$ cat config.mk
export PLATFORM = sky130hd
export DESIGN_NAME = sfifo_trig_ctrl
export DESIGN_NICKNAME = d
export VERILOG_FILES = /design/src/rtl/sfifo_pkg.sv /design/src/rtl/byte_fifo.sv /design/src/rtl/trig_thresh.sv /design/src/rtl/sfifo_trig_ctrl.sv
export SDC_FILE = /design/constraint.sdc
export NUM_CORES = 1
export LEC_CHECK = 0
export CORE_MARGIN = 3
export CORE_UTILIZATION = 27
export CTS_CLUSTER_DIAMETER = 60
export DETAILED_ROUTE_END_ITERATION = 10
export DONT_BUFFER_PORTS = 1
export PLACE_DENSITY = 0.44
export SLEW_MARGIN = 20
export SYNTH_ARGS = -nofsm -noshare
export SYNTH_HDL_FRONTEND = slang
export SYNTH_SLANG_ARGS = --single-unit
$ cat constraint.sdc
create_clock -name clk -period 5 [get_ports clk]
set_input_delay 0.75 -clock clk [delete_from_list [all_inputs] [get_ports clk]]
set_output_delay 0.75 -clock clk [all_outputs]
set_load 0.05 [all_outputs]
$ cat src/rtl/sfifo_pkg.sv
package sfifo_pkg;
    localparam int DATA_W = 8;

    // configuration write bit positions
    localparam int CFG_RXT_LSB = 0;
    localparam int CFG_TXT_LSB = 2;
    localparam int CFG_MDM_BIT = 4;

    typedef struct packed {
        logic [1:0] rx_trig;
        logic [1:0] tx_trig;
        logic       mdm_en;
    } ctrl_t;
endpackage

$ cat src/rtl/byte_fifo.sv
module byte_fifo #(
    parameter int DEPTH = 16,
    parameter int W     = 8,
    localparam int AW   = (DEPTH > 1) ? $clog2(DEPTH) : 1,
    localparam int CW   = $clog2(DEPTH + 1)
) (
    input  logic          clk,
    input  logic          rst_n,
    input  logic          push,
    input  logic [W-1:0]  wdata,
    input  logic          pop,
    output logic [W-1:0]  rdata,
    output logic [CW-1:0] count,
    output logic          ovf,
    output logic          udf
);
    typedef struct packed {
        logic [DEPTH-1:0][W-1:0] mem;
        logic [AW-1:0]           wr;
        logic [AW-1:0]           rd;
        logic [CW-1:0]           cnt;
        logic [W-1:0]            rdat;
        logic                    ovf;
        logic                    udf;
    } fifo_st_t;

    fifo_st_t st_d, st_q;

    function automatic logic [AW-1:0] ptr_inc(input logic [AW-1:0] p);
        return (p == AW'(DEPTH - 1)) ? '0 : p + 1'b1;
    endfunction

    logic do_push, do_pop;

    always_comb begin
        st_d     = st_q;
        st_d.ovf = 1'b0;
        st_d.udf = 1'b0;
        do_push  = push && (st_q.cnt != CW'(DEPTH));
        do_pop   = pop && (st_q.cnt != '0);
        if (push && !do_push) st_d.ovf = 1'b1;
        if (pop && !do_pop)   st_d.udf = 1'b1;
        if (do_pop) begin
            st_d.rdat = st_q.mem[st_q.rd];
            st_d.rd   = ptr_inc(st_q.rd);
        end
        if (do_push) begin
            st_d.mem[st_q.wr] = wdata;
            st_d.wr           = ptr_inc(st_q.wr);
        end
        case ({do_push, do_pop})
            2'b10:   st_d.cnt = st_q.cnt + 1'b1;
            2'b01:   st_d.cnt = st_q.cnt - 1'b1;
            default: st_d.cnt = st_q.cnt;
        endcase
    end

    always_ff @(posedge clk or negedge rst_n) begin
        if (!rst_n) st_q <= '0;
        else        st_q <= st_d;
    end

    assign rdata = st_q.rdat;
    assign count = st_q.cnt;
    assign ovf   = st_q.ovf;
    assign udf   = st_q.udf;

    a_r9_count_bounded: assert property (@(posedge clk) disable iff (!rst_n)
        st_q.cnt <= CW'(DEPTH));

    a_r10_full_push_dropped: assert property (@(posedge clk) disable iff (!rst_n)
        (push && !pop && st_q.cnt == CW'(DEPTH)) |=> (ovf && count == CW'(DEPTH)));

    a_r11_empty_pop_holds: assert property (@(posedge clk) disable iff (!rst_n)
        (pop && st_q.cnt == '0) |=> (udf && $stable(rdata)));
endmodule

$ cat src/rtl/trig_thresh.sv
module trig_thresh #(
    parameter int CW = 5
) (
    input  logic          sync_mode,
    input  logic [1:0]    rx_code,
    input  logic [1:0]    tx_code,
    output logic [CW-1:0] rx_thr,
    output logic [CW-1:0] tx_thr
);
    always_comb begin
        case (rx_code)
            2'd0:    rx_thr = CW'(1);
            2'd1:    rx_thr = sync_mode ? CW'(2) : CW'(4);
            2'd2:    rx_thr = CW'(8);
            default: rx_thr = CW'(14);
        endcase
        case (tx_code)
            2'd0:    tx_thr = CW'(8);
            2'd1:    tx_thr = CW'(4);
            2'd2:    tx_thr = CW'(2);
            default: tx_thr = CW'(0);
        endcase
    end
endmodule

$ cat src/rtl/sfifo_trig_ctrl.sv
module sfifo_trig_ctrl
    import sfifo_pkg::*;
#(
    parameter int DEPTH = 16,
    localparam int CW   = $clog2(DEPTH + 1)
) (
    input  logic              clk,
    input  logic              rst_n,
    input  logic              sync_mode,
    input  logic              cfg_we,
    input  logic [7:0]        cfg_wdata,
    input  logic              stat_we,
    input  logic [1:0]        stat_wdata,
    input  logic              tx_push,
    input  logic [DATA_W-1:0] tx_wdata,
    input  logic              tx_req,
    output logic              tx_valid,
    output logic [DATA_W-1:0] tx_byte,
    input  logic              rx_push,
    input  logic [DATA_W-1:0] rx_wdata,
    input  logic              rx_pop,
    output logic [DATA_W-1:0] rx_rdata,
    output logic [CW-1:0]     tx_level,
    output logic [CW-1:0]     rx_level,
    output logic              rx_ready,
    output logic              tx_space,
    input  logic              cts_n,
    output logic              rts_n,
    output logic              tx_ovf,
    output logic              tx_udf,
    output logic              rx_ovf,
    output logic              rx_udf
);
    typedef struct packed {
        ctrl_t cfg;
        logic  rx_rdy;
        logic  tx_spc;
        logic  rts;
        logic  tx_vld;
    } top_st_t;

    top_st_t st_d, st_q;

    logic [CW-1:0] rx_thr, tx_thr;
    logic          mdm_on, tx_take, rx_hit, tx_low, tx_pop_low;
    logic          clr_rx, clr_tx;

    trig_thresh #(.CW(CW)) u_thr (
        .sync_mode (sync_mode),
        .rx_code   (st_q.cfg.rx_trig),
        .tx_code   (st_q.cfg.tx_trig),
        .rx_thr    (rx_thr),
        .tx_thr    (tx_thr)
    );

    byte_fifo #(.DEPTH(DEPTH), .W(DATA_W)) u_txq (
        .clk (clk), .rst_n (rst_n),
        .push (tx_push), .wdata (tx_wdata),
        .pop (tx_take), .rdata (tx_byte),
        .count (tx_level), .ovf (tx_ovf), .udf (tx_udf)
    );

    byte_fifo #(.DEPTH(DEPTH), .W(DATA_W)) u_rxq (
        .clk (clk), .rst_n (rst_n),
        .push (rx_push), .wdata (rx_wdata),
        .pop (rx_pop), .rdata (rx_rdata),
        .count (rx_level), .ovf (rx_ovf), .udf (rx_udf)
    );

    always_comb begin
        st_d        = st_q;
        mdm_on      = st_q.cfg.mdm_en && !sync_mode;
        tx_take     = tx_req && (!mdm_on || !cts_n);
        rx_hit      = rx_level >= rx_thr;
        tx_low      = tx_level <= tx_thr;
        tx_pop_low  = tx_take && (tx_level != '0) && ((tx_level - 1'b1) <= tx_thr);
        clr_rx      = stat_we && !stat_wdata[0] && !rx_hit;
        clr_tx      = stat_we && !stat_wdata[1] && !tx_low;

        if (cfg_we) begin
            st_d.cfg.rx_trig = cfg_wdata[CFG_RXT_LSB +: 2];
            st_d.cfg.tx_trig = cfg_wdata[CFG_TXT_LSB +: 2];
            st_d.cfg.mdm_en  = cfg_wdata[CFG_MDM_BIT];
        end

        if (rx_hit)      st_d.rx_rdy = 1'b1;
        else if (clr_rx) st_d.rx_rdy = 1'b0;

        if (tx_pop_low)  st_d.tx_spc = 1'b1;
        else if (clr_tx) st_d.tx_spc = 1'b0;

        st_d.rts    = mdm_on && rx_hit;
        st_d.tx_vld = tx_take && (tx_level != '0);
    end

    always_ff @(posedge clk or negedge rst_n) begin
        if (!rst_n) st_q <= '0;
        else        st_q <= st_d;
    end

    assign rx_ready = st_q.rx_rdy;
    assign tx_space = st_q.tx_spc;
    assign rts_n    = st_q.rts;
    assign tx_valid = st_q.tx_vld;

    a_r4_rx_flag_sticky: assert property (@(posedge clk) disable iff (!rst_n)
        (rx_ready && !(stat_we && !stat_wdata[0])) |=> rx_ready);

    a_r6_no_clear_while_met: assert property (@(posedge clk) disable iff (!rst_n)
        (rx_level >= rx_thr) |=> rx_ready);

    a_r7_rts_low_when_off: assert property (@(posedge clk) disable iff (!rst_n)
        !mdm_on |=> !rts_n);

    a_r8_cts_blocks_start: assert property (@(posedge clk) disable iff (!rst_n)
        (mdm_on && cts_n) |=> !tx_valid);

    a_r5_push_no_set: assert property (@(posedge clk) disable iff (!rst_n)
        (!tx_space && !tx_req) |=> !tx_space);
endmodule

==> results.yml <==
outcome:
  status: "finished with violations"
  violations: "hold timing"
die:
  core_area_um2: 54000
  floorplan.initialDensity: 0.274
  die_w_um: 240
  io-pin-count: 70
  rows: 85
  dieArea_um2: 57800
  die_h_um: 240
layout:
  area_growth_pct: 11.8
  nNetsFinal: 1055
  drive_gt1_frac: 0.420
  multi_input_area_um2: 6500
  antenna_cells: 0
  regArea_um2: 7780
  instances_no_fill: 1715
  nFillCells: 5443
sta:
  tightest_slew_ps: 1420
  slew_headroom: 0.0529
  hold_viol: 14
  drv_slew: 0
  setup_tns_ps: 0
  clock.fmax_mhz: 300
  finalCriticalPeriod_ps: 3330
  fin_worst_skew_ps: 22.3
  hold_slack_ps: -70.4
  rsz0062_at_grt: "false"
  fin_crit_sh: 0.666
  setup_viol: 0
logic_synthesis:
  synth_edf_count: 0
  ys_async_sr_fraction: 1.00
  synth_warnings: 0
  ys_ff_latch: 311
  synth_cells: 1029
  synth_area_um2: 14800
  synth-main-ff-cell: "dfrtp_1"
  syn_nets: 1091
  synth-seq-area-share: 0.525
  synth.distinct_cells: 54
  synth.avg_cell_area_um2: 14.4
placement:
  post-place-cells: 1646
  gp_congestion: 0.695
  port_buffers: 0
  dpl.hpwl_mm: 21.6
power_and_ir_drop:
  internal_power_mw: 7.52
  p_switching_mw: 3.90
  ir_drop_uv: 312
  seq_power_share: 0.431
  p_sw_frac: 0.342
  power.share.clock: 0.249
  power.density_nw_per_um2: 689
  finalPower_mw: 11.4
  p_comb_frac: 0.320
  leakage_nw: 7.11
clock_network:
  post_cts_resized: 0
  clock-sinks: 311
  cts_made_buffers: 41
  cts_setup_buffers: 0
  cts_root_buffer: "clkbuf_16"
  clock_latency_ps: 550
  htreeDepth: 2
  cts_max_path_buffers: 3
  cts_tree: "yes"
  clk_pin_slew_ps: 50
global_routing:
  track_usage: 0.127
  grt_pass1_wl_mm: 55.6
  antenna_found_initial: 0
  gr-total-overflow: 0
  grt_pass1_vias: 8730
  grt_max_degree: 312
routing:
  routed-via-count: 8171
  viasPerCell: 4.76
  finalWirelength_mm: 35.6
  first_pass_iters: 4
  drc_errors: 0
  ant_nets: 0
  drtIter0Drc: 374
  drt-wirelength-per-cell_um: 20.7
setup_path:
  worstPathArrival_ps: 3750
  r2r_end: "u_txq.st_q[119]$_DFFE_PN0P_"
  path_max_fanout: 13
  startpoint_type: "register"
  rrSetupSlack_ps: 1670
  critical_path.cell_chain: "inv_1 > ha_1 > nor3b_1 > a21boi_2 > nand4_1 > mux2_2"
  r2r_start: "u_txq.count[0]$_DFFE_PN0P_"
  reg2reg_depth: 6
  worstSetupEndpointType: "register"
  cp_slowest_cell: "dfrtp_1"
  cp_data_required_time_ps: 5420
  crit_type: "reg2reg"
  max_stage_delay_ps: 770
worst_hold_path:
  min-delay-path-class: "in2async"
run:
  maxCapViolCount: 0
-- placed cells by master, fill, tap and decap left out, types with 3 or more instances in the layout --
| master | Yosys | layout |
|---|---|---|
| dfrtp_1 | 311 | 309 |
| mux2_2 | 235 | 235 |
| mux4_2 | 48 | 48 |
| clkbuf_16 | 0 | 41 |
| mux2_4 | 32 | 32 |
| mux2i_1 | 32 | 32 |
| o22ai_1 | 32 | 32 |
| nor2_1 | 26 | 26 |
| ha_1 | 26 | 26 |
| o21ai_0 | 18 | 18 |
| a21oi_1 | 16 | 16 |
| nand3_2 | 16 | 16 |
| inv_1 | 15 | 15 |
| nand2_1 | 15 | 15 |
| a31oi_1 | 10 | 10 |
| xnor2_1 | 10 | 10 |
| clkbuf_1 | 34 | 10 |
| xor2_1 | 8 | 8 |
| nor2b_1 | 8 | 8 |
| nand2_2 | 8 | 8 |
| a22oi_1 | 8 | 8 |
| clkbuf_8 | 0 | 8 |
| nand3_1 | 7 | 7 |
| buf_4 | 28 | 7 |
| mux2_1 | 6 | 6 |
| nand4_1 | 6 | 6 |
| a21o_1 | 5 | 5 |
| nand2b_1 | 4 | 4 |
| and3_4 | 4 | 4 |
| nand3b_1 | 3 | 3 |
| clkinv_2 | 0 | 3 |
-- worst max-delay path: cells and delay by family, from the launching register on --
kind	cells	cell delay (ps)
adders and majority gates	1	280
DFF	1	770
AOI/OAI and AO/OA	1	680
and+or+nand+nor	2	840
buffers and inverters	1	140
muxes	1	480
-- worst max path at each step --
stage,depth (start not counted),end,startpoint
5_1_grt,6,u_txq.st_q[119]$_DFFE_PN0P_,u_txq.count[0]$_DFFE_PN0P_
4_1_cts,6,u_txq.st_q[122]$_DFFE_PN0P_,u_txq.count[0]$_DFFE_PN0P_
3_5_place_dp,6,u_txq.st_q[123]$_DFFE_PN0P_,u_txq.count[0]$_DFFE_PN0P_
2_1_floorplan,11,u_rxq.count[4]$_DFFE_PN0P_,rx_pop
3_3_place_gp,6,u_txq.st_q[119]$_DFFE_PN0P_,u_txq.count[0]$_DFFE_PN0P_
6_report,6,u_txq.st_q[119]$_DFFE_PN0P_,u_txq.count[0]$_DFFE_PN0P_
-- logic make-up after synthesis --
| kind of cell | after synthesis | synth area share |
|---|---|---|
| fa+ha+maj | 26 | 0.0219 |
| compound gates | 101 | 0.0432 |
| flops | 311 | 0.525 |
| simple gates | 118 | 0.0525 |
| mux | 353 | 0.310 |
| buf+inv | 102 | 0.0367 |
| xor+xnor | 18 | 0.0106 |
-- synth_stat cells (18+ instances only) --
master | n | area share
mux2_2 | 235 | 0.18
mux4_2 | 48 | 0.073
nor2_1 | 26 | 0.0066
mux2_4 | 32 | 0.032
buf_4 | 28 | 0.014
o22ai_1 | 32 | 0.014
o21ai_0 | 18 | 0.0061
ha_1 | 26 | 0.022
clkbuf_1 | 34 | 0.0086
dfrtp_1 | 311 | 0.52
mux2i_1 | 32 | 0.022
-- metrics by stage --
step	setup WS, ps	utilization	area, µm²
after floorplan	2230	-	14800
after global placement	1650	0.283	15300
after detailed placement	1630	0.283	15300
after CTS	1610	0.307	16600
after global routing	1410	0.307	16600
final	1670	0.307	16600
-- registers in the layout, indices dropped and copies added, names as in the netlist, 5 cells and up --
register,flops
st_q,5
u_rxq.rdata,8
u_txq.st_q,136
u_rxq.st_q,136
u_txq.rdata,8
u_rxq.count,5
u_txq.count,5
-- power groups by stage --
stage / Combinational, mW / Clock [mW] / Sequential [mW]
3_3_place_gp: 3.67 / 0 / 4.94
5_1_grt: 4.02 / 3.06 / 5.10
4_1_cts: 3.74 / 2.95 / 4.94
6_report: 3.65 / 2.85 / 4.92
2_1_floorplan: 3.72 / 0 / 4.19
3_5_place_dp: 3.73 / 0 / 4.98
-- area by class of cell --
cell class / count / area share
multi-input combinational: 616 / 0.393
sequential: 311 / 0.470
tap: 696 / 0.0526
inverter: 16 / 0.00393
clock buffer: 59 / 0.0708
clock inverter: 10 / 0.00717
timing repair buffer: 7 / 0.00317
-- metal layers --
layer | global-route usage | vias to the layer above | routed length [µm]
li1 | - | 3705 | -
met1 | 0.173 | 4295 | 16700
met2 | 0.201 | 125 | 16500
met3 | 0.0302 | 46 | 1620
met4 | 0.0361 | 0 | 728
met5 | 0 | - | 0
Power figures use the tool's default switching activity.
